[config.mk]
export PLATFORM = sky130hd
export DESIGN_NAME = pfq_ctrl
export DESIGN_NICKNAME = d
export VERILOG_FILES = /design/src/rtl/pfq_pkg.sv /design/src/rtl/pfq_store.sv /design/src/rtl/pfq_ecr.sv /design/src/rtl/pfq_ctrl.sv
export SDC_FILE = /design/constraint.sdc
export NUM_CORES = 1
export LEC_CHECK = 0
export BUFFER_PORTS_ARGS = -buffer_cell sky130_fd_sc_hd__clkbuf_2
export CORE_MARGIN = 10
export CORE_UTILIZATION = 40
export DETAILED_ROUTE_END_ITERATION = 12
export GPL_ROUTABILITY_DRIVEN = 0
export PLACE_DENSITY_LB_ADDON = 0.1
export SYNTH_ARGS = -nofsm -noshare
export SYNTH_HDL_FRONTEND = slang
export SYNTH_SLANG_ARGS = --single-unit
export TNS_END_PERCENT = 30
[constraint.sdc]
create_clock -name clk -period 5 [get_ports clk]
set_clock_uncertainty 0.15 [all_clocks]
set_input_delay 0.5 -clock clk [delete_from_list [all_inputs] [get_ports clk]]
set_output_delay 0.5 -clock clk [all_outputs]
set_load 0.1 [all_outputs]
[src/rtl/pfq_pkg.sv]
package pfq_pkg;

   // host register select codes
   localparam logic [1:0] SEL_DATA = 2'b00;
   localparam logic [1:0] SEL_CFGA = 2'b01;
   localparam logic [1:0] SEL_CTL  = 2'b10;

   // operating mode codes (control bits 7:5)
   localparam logic [2:0] MD_STD  = 3'b000;
   localparam logic [2:0] MD_BYTE = 3'b001;
   localparam logic [2:0] MD_TEST = 3'b110;

   // stored control bits 7:2 at reset: mode 000, fault off, no DMA, service 1
   localparam logic [5:0] CTL_RST = 6'b000101;

   // configuration word: 8-bit port word size code in bits 6:4
   localparam logic [7:0] CFGA_WORD8 = 8'h10;

endpackage

[src/rtl/pfq_store.sv]
module pfq_store #(
   parameter int DEPTH = 16,
   parameter int W     = 8,
   localparam int AW   = (DEPTH > 1) ? $clog2(DEPTH) : 1,
   localparam int CW   = $clog2(DEPTH + 1)
) (
   input  logic          clk,
   input  logic          rst_n,
   input  logic          push_i,
   input  logic          pop_i,
   input  logic          flush_i,
   input  logic [W-1:0]  wdata_i,
   output logic [W-1:0]  head_o,
   output logic [CW-1:0] count_o,
   output logic          empty_o,
   output logic          full_o
);

   logic [W-1:0]  mem [DEPTH];
   logic [AW-1:0] wr_ptr, rd_ptr, nxt_wr, nxt_rd;
   logic [CW-1:0] cnt;
   logic          do_push, do_pop;

   initial begin
      assert (DEPTH >= 2) else $error("pfq_store: DEPTH must be at least 2");
      assert (W >= 1) else $error("pfq_store: W must be positive");
   end

   assign empty_o = (cnt == '0);
   assign full_o  = (cnt == CW'(DEPTH));
   assign do_push = push_i & ~full_o;
   assign do_pop  = pop_i & ~empty_o;

   // pointer advance: free wrap for power-of-two depth, compare otherwise
   generate
      if ((DEPTH & (DEPTH - 1)) == 0) begin : g_wrap_pow2
         assign nxt_wr = wr_ptr + 1'b1;
         assign nxt_rd = rd_ptr + 1'b1;
      end else begin : g_wrap_cmp
         assign nxt_wr = (wr_ptr == AW'(DEPTH - 1)) ? '0 : wr_ptr + 1'b1;
         assign nxt_rd = (rd_ptr == AW'(DEPTH - 1)) ? '0 : rd_ptr + 1'b1;
      end
   endgenerate

   always_ff @(posedge clk or negedge rst_n) begin
      if (!rst_n) begin
         wr_ptr <= '0;
         rd_ptr <= '0;
         cnt    <= '0;
      end else if (flush_i) begin
         wr_ptr <= '0;
         rd_ptr <= '0;
         cnt    <= '0;
      end else begin
         if (do_push) wr_ptr <= nxt_wr;
         if (do_pop)  rd_ptr <= nxt_rd;
         unique case ({do_push, do_pop})
            2'b10:   cnt <= cnt + 1'b1;
            2'b01:   cnt <= cnt - 1'b1;
            default: cnt <= cnt;
         endcase
      end
   end

   always_ff @(posedge clk) begin
      if (!flush_i && do_push) mem[wr_ptr] <= wdata_i;
   end

   assign head_o  = mem[rd_ptr];
   assign count_o = cnt;


   no_overflow_chk: assert property (@(posedge clk) disable iff (!rst_n)
      (full_o && push_i && !pop_i && !flush_i) |=> (count_o == CW'(DEPTH)));


   no_underflow_chk: assert property (@(posedge clk) disable iff (!rst_n)
      (empty_o && pop_i && !push_i && !flush_i) |=> empty_o);


   flush_empties_chk: assert property (@(posedge clk) disable iff (!rst_n)
      flush_i |=> empty_o);

endmodule

[src/rtl/pfq_ecr.sv]
module pfq_ecr
   import pfq_pkg::*;
#(
   parameter int DEPTH  = 16,
   parameter int RD_THR = DEPTH / 2,
   parameter int WR_THR = DEPTH / 2,
   localparam int CW    = $clog2(DEPTH + 1)
) (
   input  logic          clk,
   input  logic          rst_n,
   input  logic          wr_i,
   input  logic [7:0]    wdata_i,
   input  logic          dir_i,
   input  logic [CW-1:0] count_i,
   output logic [5:0]    ctl_o,
   output logic          flush_o,
   output logic          irq_o
);

   logic [5:0] ctl_q;
   logic       irq_q;
   logic [2:0] mode;
   logic       svc, fifo_md, lvl_hit, hw_set;

   initial begin
      assert (RD_THR >= 1 && RD_THR <= DEPTH) else $error("pfq_ecr: RD_THR out of range");
      assert (WR_THR >= 1 && WR_THR <= DEPTH) else $error("pfq_ecr: WR_THR out of range");
   end

   assign mode    = ctl_q[5:3];
   assign svc     = ctl_q[0];
   assign fifo_md = mode[2] | mode[1];
   assign lvl_hit = dir_i ? (count_i >= CW'(RD_THR))
                          : ((CW'(DEPTH) - count_i) >= CW'(WR_THR));
   assign hw_set  = fifo_md & ~svc & lvl_hit;
   assign flush_o = wr_i & (wdata_i[7:6] == 2'b00);

   always_ff @(posedge clk or negedge rst_n) begin
      if (!rst_n) begin
         ctl_q <= CTL_RST;
         irq_q <= 1'b0;
      end else if (wr_i) begin
         ctl_q <= wdata_i[7:2];
         irq_q <= 1'b0;
      end else if (hw_set) begin
         ctl_q[0] <= 1'b1;
         irq_q    <= 1'b1;
      end
   end

   assign ctl_o = ctl_q;
   assign irq_o = irq_q;


   irq_needs_unmasked_chk: assert property (@(posedge clk) disable iff (!rst_n)
      $rose(irq_o) |-> $past(!svc));


   irq_hold_chk: assert property (@(posedge clk) disable iff (!rst_n)
      (irq_o && !wr_i) |=> irq_o);


   irq_sets_svc_chk: assert property (@(posedge clk) disable iff (!rst_n)
      irq_o |-> svc);

endmodule

[src/rtl/pfq_ctrl.sv]
module pfq_ctrl
   import pfq_pkg::*;
#(
   parameter int DEPTH  = 16,
   parameter int RD_THR = DEPTH / 2,
   parameter int WR_THR = DEPTH / 2
) (
   input  logic       clk,
   input  logic       rst_n,
   input  logic [1:0] sel_i,
   input  logic       wr_en_i,
   input  logic       rd_en_i,
   input  logic [7:0] wdata_i,
   input  logic       dir_i,
   output logic [7:0] rdata_o,
   output logic       irq_o
);

   localparam int CW = $clog2(DEPTH + 1);

   logic [5:0]    ctl;
   logic [7:0]    head;
   logic [CW-1:0] count;
   logic          empty, full, flush, test_md, wr_ctl, push, pop;

   assign test_md = (ctl[5:3] == MD_TEST);
   assign wr_ctl  = wr_en_i & (sel_i == SEL_CTL);
   assign push    = wr_en_i & (sel_i == SEL_DATA) & test_md;
   assign pop     = rd_en_i & (sel_i == SEL_DATA) & test_md;

   pfq_ecr #(.DEPTH(DEPTH), .RD_THR(RD_THR), .WR_THR(WR_THR)) u_ecr (
      .clk     (clk),
      .rst_n   (rst_n),
      .wr_i    (wr_ctl),
      .wdata_i (wdata_i),
      .dir_i   (dir_i),
      .count_i (count),
      .ctl_o   (ctl),
      .flush_o (flush),
      .irq_o   (irq_o)
   );

   pfq_store #(.DEPTH(DEPTH), .W(8)) u_store (
      .clk     (clk),
      .rst_n   (rst_n),
      .push_i  (push),
      .pop_i   (pop),
      .flush_i (flush),
      .wdata_i (wdata_i),
      .head_o  (head),
      .count_o (count),
      .empty_o (empty),
      .full_o  (full)
   );

   always_comb begin
      unique case (sel_i)
         SEL_DATA: rdata_o = (test_md && !empty) ? head : 8'h00;
         SEL_CFGA: rdata_o = CFGA_WORD8;
         SEL_CTL:  rdata_o = {ctl, full, empty};
         default:  rdata_o = 8'h00;
      endcase
   end


   idle_read_zero_chk: assert property (@(posedge clk) disable iff (!rst_n)
      (sel_i == SEL_DATA && !test_md) |-> (rdata_o == 8'h00));


   idle_keeps_data_chk: assert property (@(posedge clk) disable iff (!rst_n)
      (!test_md && !flush) |=> $stable(count));

endmodule

==> run_summary.xml, run 1 <==
<?xml version="1.0" encoding="UTF-8"?>
<metrics>
  <group name="run_status">
    <metric name="run_status" unit="">complete, no violations</metric>
  </group>
  <group name="logic_synthesis">
    <metric name="netlist_area" unit="mm²">0.00627</metric>
    <metric name="yosys_warnings" unit="">0</metric>
    <metric name="post_synth_inst_count" unit="">336</metric>
    <metric name="syn_avg_cell_area" unit="µm²">18.7</metric>
    <metric name="seq_area_frac_synth" unit="">0.693</metric>
    <metric name="ys_ff_latch" unit="">148</metric>
    <metric name="async_flop_share" unit="">0.135</metric>
    <metric name="synth_edf_count" unit="">128</metric>
    <metric name="dominantRegCellSynth" unit="">sky130_fd_sc_hd__edfxtp_1</metric>
    <metric name="synth_cell_type_count" unit="">47</metric>
    <metric name="syn-num-nets" unit="">359</metric>
  </group>
  <group name="setup_path">
    <metric name="critPathTopFamily" unit="">multiplexers</metric>
    <metric name="critical_path_arrival" unit="ns">3.24</metric>
    <metric name="critical_path_class" unit="">reg2out</metric>
    <metric name="timing.critical_path.from" unit="">u_store.rd_ptr[0]$_DFFE_PN0P_</metric>
    <metric name="crit_path_end_kind" unit="">output port</metric>
    <metric name="cpMaxStageDelayCell" unit="">sky130_fd_sc_hd__dfrtp_2</metric>
    <metric name="crit-reg2reg-launch" unit="">u_store.count_o[1]$_DFFE_PN0P_</metric>
    <metric name="largest_fanout_of_any_net_on_the_critical_path" unit="">22</metric>
    <metric name="cp_num_buf_inv" unit="">2</metric>
    <metric name="crit_path_cell_trace" unit="">buf_4 &gt; mux4_1 &gt; mux4_2 &gt; a22o_1 &gt; clkbuf_2</metric>
    <metric name="worst-r2r-setup-slack" unit="ns">1.66</metric>
    <metric name="critical_path.max_stage_delay" unit="ns">0.81</metric>
    <metric name="critical_path_required" unit="ns">4.35</metric>
    <metric name="cp-start-kind" unit="">flop</metric>
  </group>
  <group name="sta">
    <metric name="fmaxAchievable" unit="GHz">0.257</metric>
    <metric name="tightest_slew" unit="ns">0.863</metric>
    <metric name="final-setup-viol-count" unit="">0</metric>
    <metric name="final.setup.tns" unit="ns">0</metric>
    <metric name="final_period_minus_worst_setup_slack" unit="ns">3.89</metric>
    <metric name="timing_hold_violations_final" unit="">0</metric>
    <metric name="min_period_over_period" unit="">0.777</metric>
    <metric name="rsz0062_at_grt" unit="">no</metric>
    <metric name="final_max_slew_viol_count" unit="">0</metric>
    <metric name="max-slew-margin-rel" unit="">0.424</metric>
  </group>
  <group name="clock_tree">
    <metric name="htreeDepth" unit="">4</metric>
    <metric name="post-cts-setup-buffer-count" unit="">0</metric>
    <metric name="cts.path.max_buffers" unit="">2</metric>
    <metric name="tritoncts_clock_tree" unit="">done</metric>
    <metric name="clk_pin_slew" unit="ns">0.06</metric>
    <metric name="tritoncts.num_buffers" unit="">17</metric>
    <metric name="tritoncts_num_sinks" unit="">148</metric>
    <metric name="root_buffer" unit="">sky130_fd_sc_hd__clkbuf_16</metric>
    <metric name="insertion_delay" unit="ns">0.41</metric>
  </group>
  <group name="finish">
    <metric name="fillerInstances" unit="">1328</metric>
    <metric name="antenna_cells" unit="">0</metric>
    <metric name="layout-drive-gt1-share" unit="">0.263</metric>
    <metric name="flow.area_growth_from_synthesis" unit="%">16.9</metric>
    <metric name="layout.cell_area.non_filler" unit="mm²">0.00733</metric>
    <metric name="nNetsFinal" unit="">401</metric>
    <metric name="instances_no_fill" unit="">602</metric>
  </group>
  <group name="global_routing">
    <metric name="via_count_of_the_first_global_routing_pass" unit="">3243</metric>
    <metric name="grt_util_all_layers" unit="">0.130</metric>
    <metric name="antenna_violations_before_repair" unit="">0</metric>
    <metric name="maximum_number_of_pins_on_one_net_before_global_route_repair" unit="">23</metric>
    <metric name="wire_length_of_the_first_global_routing_pass" unit="µm">20400</metric>
    <metric name="overflow" unit="">0</metric>
  </group>
  <group name="power">
    <metric name="power_leakage" unit="nW">2.50</metric>
    <metric name="power_density" unit="mW/mm²">460</metric>
    <metric name="vdd.ir_drop.worst" unit="V">0.000245</metric>
  </group>
  <group name="floorplan">
    <metric name="core_area" unit="mm²">0.0153</metric>
    <metric name="dieHeight" unit="µm">145</metric>
    <metric name="fp.dieArea" unit="mm²">0.0211</metric>
    <metric name="io_pins" unit="">24</metric>
    <metric name="num_rows" unit="">45</metric>
    <metric name="initial_core_util" unit="">0.410</metric>
    <metric name="die_w" unit="µm">145</metric>
  </group>
  <group name="detailed_routing">
    <metric name="route.final.wire_length" unit="µm">13400</metric>
    <metric name="post-route-drc-count" unit="">0</metric>
    <metric name="route.detailed.wl_per_inst" unit="µm">22.3</metric>
    <metric name="detailedRoute.firstPassIterationCount" unit="">4</metric>
    <metric name="route.antenna.remaining_nets" unit="">0</metric>
    <metric name="num_vias" unit="">3193</metric>
    <metric name="drtIter0Drc" unit="">183</metric>
    <metric name="post_drt_via_cell_ratio" unit="">5.30</metric>
  </group>
  <group name="placed_design">
    <metric name="dpl.hpwl" unit="µm">9000</metric>
    <metric name="placement.io_buffers" unit="">23</metric>
    <metric name="dp.cells" unit="">569</metric>
    <metric name="placement.cell_area" unit="mm²">0.00668</metric>
  </group>
  <group name="min_path">
    <metric name="timing.hold.worst.start" unit="">rd_en_i</metric>
    <metric name="hold_path_class" unit="">in2reg</metric>
  </group>
  <group name="flow_run">
    <metric name="cap_violations" unit="">0</metric>
  </group>
</metrics>
[registers in the layout, indices dropped and copies added (netlist names)]
signal,flops
u_store.rd_ptr,4
u_store.count_o,5
u_store.mem,128
u_store.wr_ptr,4
u_ecr.irq_o,1
u_ecr.ctl_o,6
[tightest hold or removal path: stages]
cell and delay [ns]:
sky130_fd_sc_hd__clkbuf_2 0.12, sky130_fd_sc_hd__nand3_1 0.09, sky130_fd_sc_hd__xor2_1 0.06, sky130_fd_sc_hd__nor2_1 0.07
[cells in the mapped netlist (2+ instances only)]
cell type | instances | share of area
sky130_fd_sc_hd__nor2b_1 | 5 | 0.0050
sky130_fd_sc_hd__mux4_2 | 19 | 0.068
sky130_fd_sc_hd__buf_12 | 2 | 0.0064
sky130_fd_sc_hd__nand4_1 | 2 | 0.0020
sky130_fd_sc_hd__nor4_1 | 6 | 0.0060
sky130_fd_sc_hd__and2_1 | 4 | 0.0040
sky130_fd_sc_hd__nor2_1 | 16 | 0.0096
sky130_fd_sc_hd__a22o_1 | 6 | 0.0084
sky130_fd_sc_hd__and3_1 | 3 | 0.0030
sky130_fd_sc_hd__mux2_2 | 6 | 0.011
sky130_fd_sc_hd__mux2i_1 | 2 | 0.0032
sky130_fd_sc_hd__o21ai_0 | 3 | 0.0024
sky130_fd_sc_hd__xor2_1 | 6 | 0.0084
sky130_fd_sc_hd__ha_1 | 8 | 0.016
sky130_fd_sc_hd__a21oi_1 | 3 | 0.0024
sky130_fd_sc_hd__xnor2_1 | 3 | 0.0042
sky130_fd_sc_hd__dfstp_2 | 2 | 0.0084
sky130_fd_sc_hd__inv_1 | 8 | 0.0048
sky130_fd_sc_hd__edfxtp_1 | 128 | 0.61
sky130_fd_sc_hd__a22oi_1 | 4 | 0.0048
sky130_fd_sc_hd__buf_4 | 2 | 0.0024
sky130_fd_sc_hd__nand2b_1 | 2 | 0.0020
sky130_fd_sc_hd__nand3_1 | 11 | 0.0088
sky130_fd_sc_hd__mux4_1 | 18 | 0.075
sky130_fd_sc_hd__clkbuf_1 | 9 | 0.0054
sky130_fd_sc_hd__nand2_1 | 13 | 0.0078
sky130_fd_sc_hd__nor3b_1 | 2 | 0.0024
sky130_fd_sc_hd__nor3_1 | 7 | 0.0056
sky130_fd_sc_hd__dfrtp_1 | 18 | 0.072
[layout make-up]
cell class              count  area, µm²  share of cell area
multi-input cells         164       1810               0.247
repair buffers             39        238              0.0324
flip-flops and latches    148       4350               0.593
clock buffers              20        437              0.0595
clock inverters            12        203              0.0276
well taps                 211        264              0.0360
inverters                   8       30.0             0.00409
[power by group]
group	switching (mW)	internal, mW
logic	0.297	0.238
registers	0.0882	1.39
clock network	0.480	0.887
total	0.865	2.51
[cells by family after synthesis]
family	share of synthesized area
adder cells (fa/ha/maj)	0.0160
multiplexers	0.158
XOR/XNOR	0.0126
flip-flops	0.693
AND/OR/NAND/NOR	0.0694
AO/OA/AOI/OAI	0.0297
buffers and inverters	0.0221
[repair_timing]
item | CTS | global route
hold buffers | 1 | 0
hold endpoints to repair | 18 | 0
gates resized for setup | 0 | 0
[final timing paths]
check | end | cells past startpoint
min in group asynchronous | u_store.rd_ptr[3]$_DFFE_PN0P_ | 2
hold reg to reg | u_ecr.irq_o$_DFFE_PN0P_ | 1
max in group asynchronous | u_store.rd_ptr[0]$_DFFE_PN0P_ | 2
setup reg to reg | u_store.mem[11][5]$_DFFE_PP_ | 6
hold / removal | u_store.rd_ptr[3]$_DFFE_PN0P_ | 4
setup / recovery | rdata_o[7] | 5
[cell usage in the layout (no fill, tap or decap), types with 3 or more instances in the layout]
master	n
sky130_fd_sc_hd__nand3_1	11
sky130_fd_sc_hd__mux4_2	19
sky130_fd_sc_hd__a21oi_1	3
sky130_fd_sc_hd__and2_1	4
sky130_fd_sc_hd__nor4_2	4
sky130_fd_sc_hd__clkinvlp_4	4
sky130_fd_sc_hd__clkbuf_16	17
sky130_fd_sc_hd__buf_4	15
sky130_fd_sc_hd__a22o_1	6
sky130_fd_sc_hd__edfxtp_1	128
sky130_fd_sc_hd__o21ai_0	3
sky130_fd_sc_hd__inv_1	8
sky130_fd_sc_hd__xor2_1	6
sky130_fd_sc_hd__dfrtp_1	17
sky130_fd_sc_hd__a22oi_1	4
sky130_fd_sc_hd__and3_1	3
sky130_fd_sc_hd__nor3_1	7
sky130_fd_sc_hd__ha_1	8
sky130_fd_sc_hd__nor2_1	16
sky130_fd_sc_hd__mux2_2	6
sky130_fd_sc_hd__mux4_1	18
sky130_fd_sc_hd__nand2_1	13
sky130_fd_sc_hd__clkbuf_2	23
sky130_fd_sc_hd__nor2b_1	5
sky130_fd_sc_hd__xnor2_1	3
sky130_fd_sc_hd__clkbuf_1	3
sky130_fd_sc_hd__bufinv_16	5
[layer usage]
metal  vias up  track usage  part of all wire
li1       1451            -                 -
met1      1671        0.169              0.46
met2        62        0.205              0.49
met3         9       0.0345             0.037
met4         0       0.0501             0.010
met5         -            0                 0
[per-stage QoR]
step	setup WS (ns)	utilization	total power, mW	hold WS [ns]
2_1_floorplan	1.42	-	1.92	0.0544
6_report	1.11	0.479	3.38	0.318
5_1_grt	0.951	0.479	3.52	0.334
3_5_place_dp	1.49	0.436	2.04	0.345
4_1_cts	1.05	0.479	3.42	0.305
3_3_place_gp	1.51	0.436	2.04	0.325
Note: power is estimated with default switching activity, not from simulation.
==> inputs of run 2 (changes only) <==
==> constraint.sdc (replaced) <==
create_clock -name clk -period 3.5 [get_ports clk]
set_clock_uncertainty 0.15 [all_clocks]
set_input_delay 0.35 -clock clk [delete_from_list [all_inputs] [get_ports clk]]
set_output_delay 0.35 -clock clk [all_outputs]
set_load 0.1 [all_outputs]
==> run 2 against run 1 <==
  * Sequential share of layout area down 0.78 points
  * Critical path depth stayed put
  * Hold slack got worse by 0.14 ns
==> run_summary.xml, run 2 (synthesis gave the netlist of run 1 again) <==
<?xml version="1.0" encoding="UTF-8"?>
<metrics>
  <group name="sta">
    <metric name="final-setup-viol-count" unit="">0</metric>
    <metric name="tightest_slew" unit="ns">0.674</metric>
    <metric name="final_period_minus_worst_setup_slack" unit="ns">3.26</metric>
    <metric name="fmaxAchievable" unit="GHz">0.307</metric>
    <metric name="timing_hold_violations_final" unit="">0</metric>
    <metric name="min_period_over_period" unit="">0.931</metric>
    <metric name="hold_ws" unit="ns">0.180</metric>
    <metric name="max-slew-margin-rel" unit="">0.551</metric>
    <metric name="rsz0062_at_grt" unit="">no</metric>
    <metric name="setup_ws" unit="ns">0.243</metric>
    <metric name="final.setup.tns" unit="ns">0</metric>
    <metric name="final_max_slew_viol_count" unit="">0</metric>
  </group>
  <group name="global_routing">
    <metric name="via_count_of_the_first_global_routing_pass" unit="">3292</metric>
    <metric name="busiest_layer" unit="">met2</metric>
    <metric name="wire_length_of_the_first_global_routing_pass" unit="µm">20800</metric>
    <metric name="maximum_number_of_pins_on_one_net_before_global_route_repair" unit="">34</metric>
    <metric name="global_route_met2_usage" unit="">0.197</metric>
    <metric name="antenna_violations_before_repair" unit="">0</metric>
    <metric name="grt_use_met1" unit="">0.179</metric>
    <metric name="grt_use_met3" unit="">0.0295</metric>
    <metric name="overflow" unit="">0</metric>
    <metric name="grt_util_all_layers" unit="">0.131</metric>
  </group>
  <group name="placed_design">
    <metric name="placement.io_buffers" unit="">23</metric>
    <metric name="post-place-ws" unit="ns">0.567</metric>
    <metric name="dpl.hpwl" unit="µm">9060</metric>
  </group>
  <group name="floorplan">
    <metric name="initial_core_util" unit="">0.410</metric>
    <metric name="dieHeight" unit="µm">145</metric>
    <metric name="die_w" unit="µm">145</metric>
    <metric name="core_area" unit="mm²">0.0153</metric>
    <metric name="fp.dieArea" unit="mm²">0.0211</metric>
    <metric name="num_rows" unit="">45</metric>
    <metric name="io_pins" unit="">24</metric>
  </group>
  <group name="min_path">
    <metric name="hold_path_class" unit="">in2reg</metric>
  </group>
  <group name="clock_tree">
    <metric name="tritoncts_clock_tree" unit="">done</metric>
    <metric name="root_buffer" unit="">sky130_fd_sc_hd__clkbuf_16</metric>
    <metric name="tritoncts.num_buffers" unit="">17</metric>
    <metric name="insertion_delay" unit="ns">0.41</metric>
    <metric name="htreeDepth" unit="">4</metric>
    <metric name="cts.path.max_buffers" unit="">2</metric>
    <metric name="cts-resized-gates" unit="">0</metric>
    <metric name="tritoncts_num_sinks" unit="">148</metric>
    <metric name="clk_pin_slew" unit="ns">0.06</metric>
  </group>
  <group name="finish">
    <metric name="largest-register" unit="">u_store.mem</metric>
    <metric name="layout.core_utilization" unit="">0.485</metric>
    <metric name="nNetsFinal" unit="">408</metric>
    <metric name="mostFrequentLayoutCell" unit="">sky130_fd_sc_hd__edfxtp_1</metric>
    <metric name="final_cell_mix" unit="">sky130_fd_sc_hd__edfxtp_1 (128), sky130_fd_sc_hd__clkbuf_2 (23), sky130_fd_sc_hd__buf_4 (20)</metric>
    <metric name="max_reg_flops" unit="">128</metric>
    <metric name="antenna_cells" unit="">0</metric>
    <metric name="fillerInstances" unit="">1298</metric>
    <metric name="flow.area_growth_from_synthesis" unit="%">18.4</metric>
    <metric name="layout-drive-gt1-share" unit="">0.279</metric>
  </group>
  <group name="setup_path">
    <metric name="critPathTopFamily" unit="">multiplexers</metric>
    <metric name="cp_num_buf_inv" unit="">2</metric>
    <metric name="critical_path_arrival" unit="ns">2.76</metric>
    <metric name="crit_path_end_kind" unit="">output port</metric>
    <metric name="critical_path.max_stage_delay" unit="ns">0.66</metric>
    <metric name="crit_path_cell_trace" unit="">buf_4 &gt; mux4_1 &gt; mux4_2 &gt; a22o_1 &gt; clkbuf_2</metric>
    <metric name="cp-start-kind" unit="">flop</metric>
    <metric name="critical_path_required" unit="ns">3.00</metric>
    <metric name="cpMaxStageDelayCell" unit="">sky130_fd_sc_hd__mux4_1</metric>
    <metric name="largest_fanout_of_any_net_on_the_critical_path" unit="">6</metric>
    <metric name="critical_path_class" unit="">reg2out</metric>
  </group>
  <group name="power">
    <metric name="total_power" unit="mW">4.91</metric>
    <metric name="power.switching" unit="mW">1.25</metric>
    <metric name="power.share.combinational" unit="">0.171</metric>
    <metric name="internal_power" unit="mW">3.66</metric>
    <metric name="seqPwrFrac" unit="">0.421</metric>
    <metric name="netSwitchingFraction" unit="">0.255</metric>
    <metric name="power_density" unit="mW/mm²">660</metric>
    <metric name="clock_power_share" unit="">0.408</metric>
    <metric name="vdd.ir_drop.worst" unit="V">0.000361</metric>
    <metric name="power_leakage" unit="nW">2.56</metric>
  </group>
  <group name="detailed_routing">
    <metric name="route.antenna.remaining_nets" unit="">0</metric>
    <metric name="post-route-drc-count" unit="">0</metric>
    <metric name="num_vias" unit="">3192</metric>
    <metric name="post_drt_via_cell_ratio" unit="">5.24</metric>
    <metric name="route.final.wire_length" unit="µm">13200</metric>
    <metric name="drtIter0Drc" unit="">186</metric>
    <metric name="route.detailed.wl_per_inst" unit="µm">21.6</metric>
    <metric name="detailedRoute.firstPassIterationCount" unit="">4</metric>
  </group>
  <group name="run_status">
    <metric name="run_status" unit="">complete, no violations</metric>
  </group>
  <group name="flow_run">
    <metric name="cap_violations" unit="">0</metric>
  </group>
</metrics>
-- run 2: stage by stage --
stage               instance area, µm²  cells
floorplan                         6270    336
global placement                  6760    576
detailed placement                6760    576
CTS                               7430    609
global route                      7430    609
finish                            7430    609
-- run 2: worst paths after layout --
check	startpoint	to	slack, ns	cells after the start
max in group asynchronous	rst_n	u_store.rd_ptr[0]$_DFFE_PN0P_	2.45	2
hold / removal	rd_en_i	u_store.rd_ptr[3]$_DFFE_PN0P_	0.18	4
hold reg to reg	u_ecr.irq_o$_DFFE_PN0P_	u_ecr.irq_o$_DFFE_PN0P_	0.34	1
setup / recovery	u_store.rd_ptr[0]$_DFFE_PN0P_	rdata_o[6]	0.24	5
min in group asynchronous	rst_n	u_ecr.ctl_o[1]$_DFFE_PN0P_	0.32	2
setup reg to reg	u_store.count_o[3]$_DFFE_PN0P_	u_store.mem[12][3]$_DFFE_PP_	0.62	7
-- run 2: routing by layer --
layer,part of all wire,vias up
li1,-,1463
met1,0.48,1639
met2,0.47,75
met3,0.036,15
met4,0.015,0
met5,0,-
-- run 2: power by group through the flow --
stage	Combinational, mW	Sequential (mW)	Clock (mW)
5_1_grt	0.911	2.08	2.12
6_report	0.837	2.07	2.00
4_1_cts	0.853	2.07	2.03
2_1_floorplan	0.640	2.11	0
3_3_place_gp	0.843	2.10	0
3_5_place_dp	0.849	2.10	0
-- run 2: cell type report --
type | count | area, µm² | share of cell area
Tap cell | 211 | 264 | 0.0355
Inverter | 8 | 30.0 | 0.00404
Timing Repair Buffer | 46 | 315 | 0.0424
Multi-Input combinational cell | 164 | 1810 | 0.244
Clock inverter | 11 | 199 | 0.0268
Clock buffer | 21 | 460 | 0.0620
Sequential cell | 148 | 4350 | 0.585
-- run 2: worst reg2reg max path, delay by kind of cell, from the launching register on --
family                     cells  cell delay (ns)
and+or+nand+nor                5             1.48
DFF                            1             0.46
adders and majority gates      1             0.21
buffers and inverters          1             0.22
-- run 2: repair_timing --
item	in CTS	in global routing
endpoints found under the setup margin	0	0
hold buffers	1	0
hold endpoints to repair	18	0
setup buffers	0	0
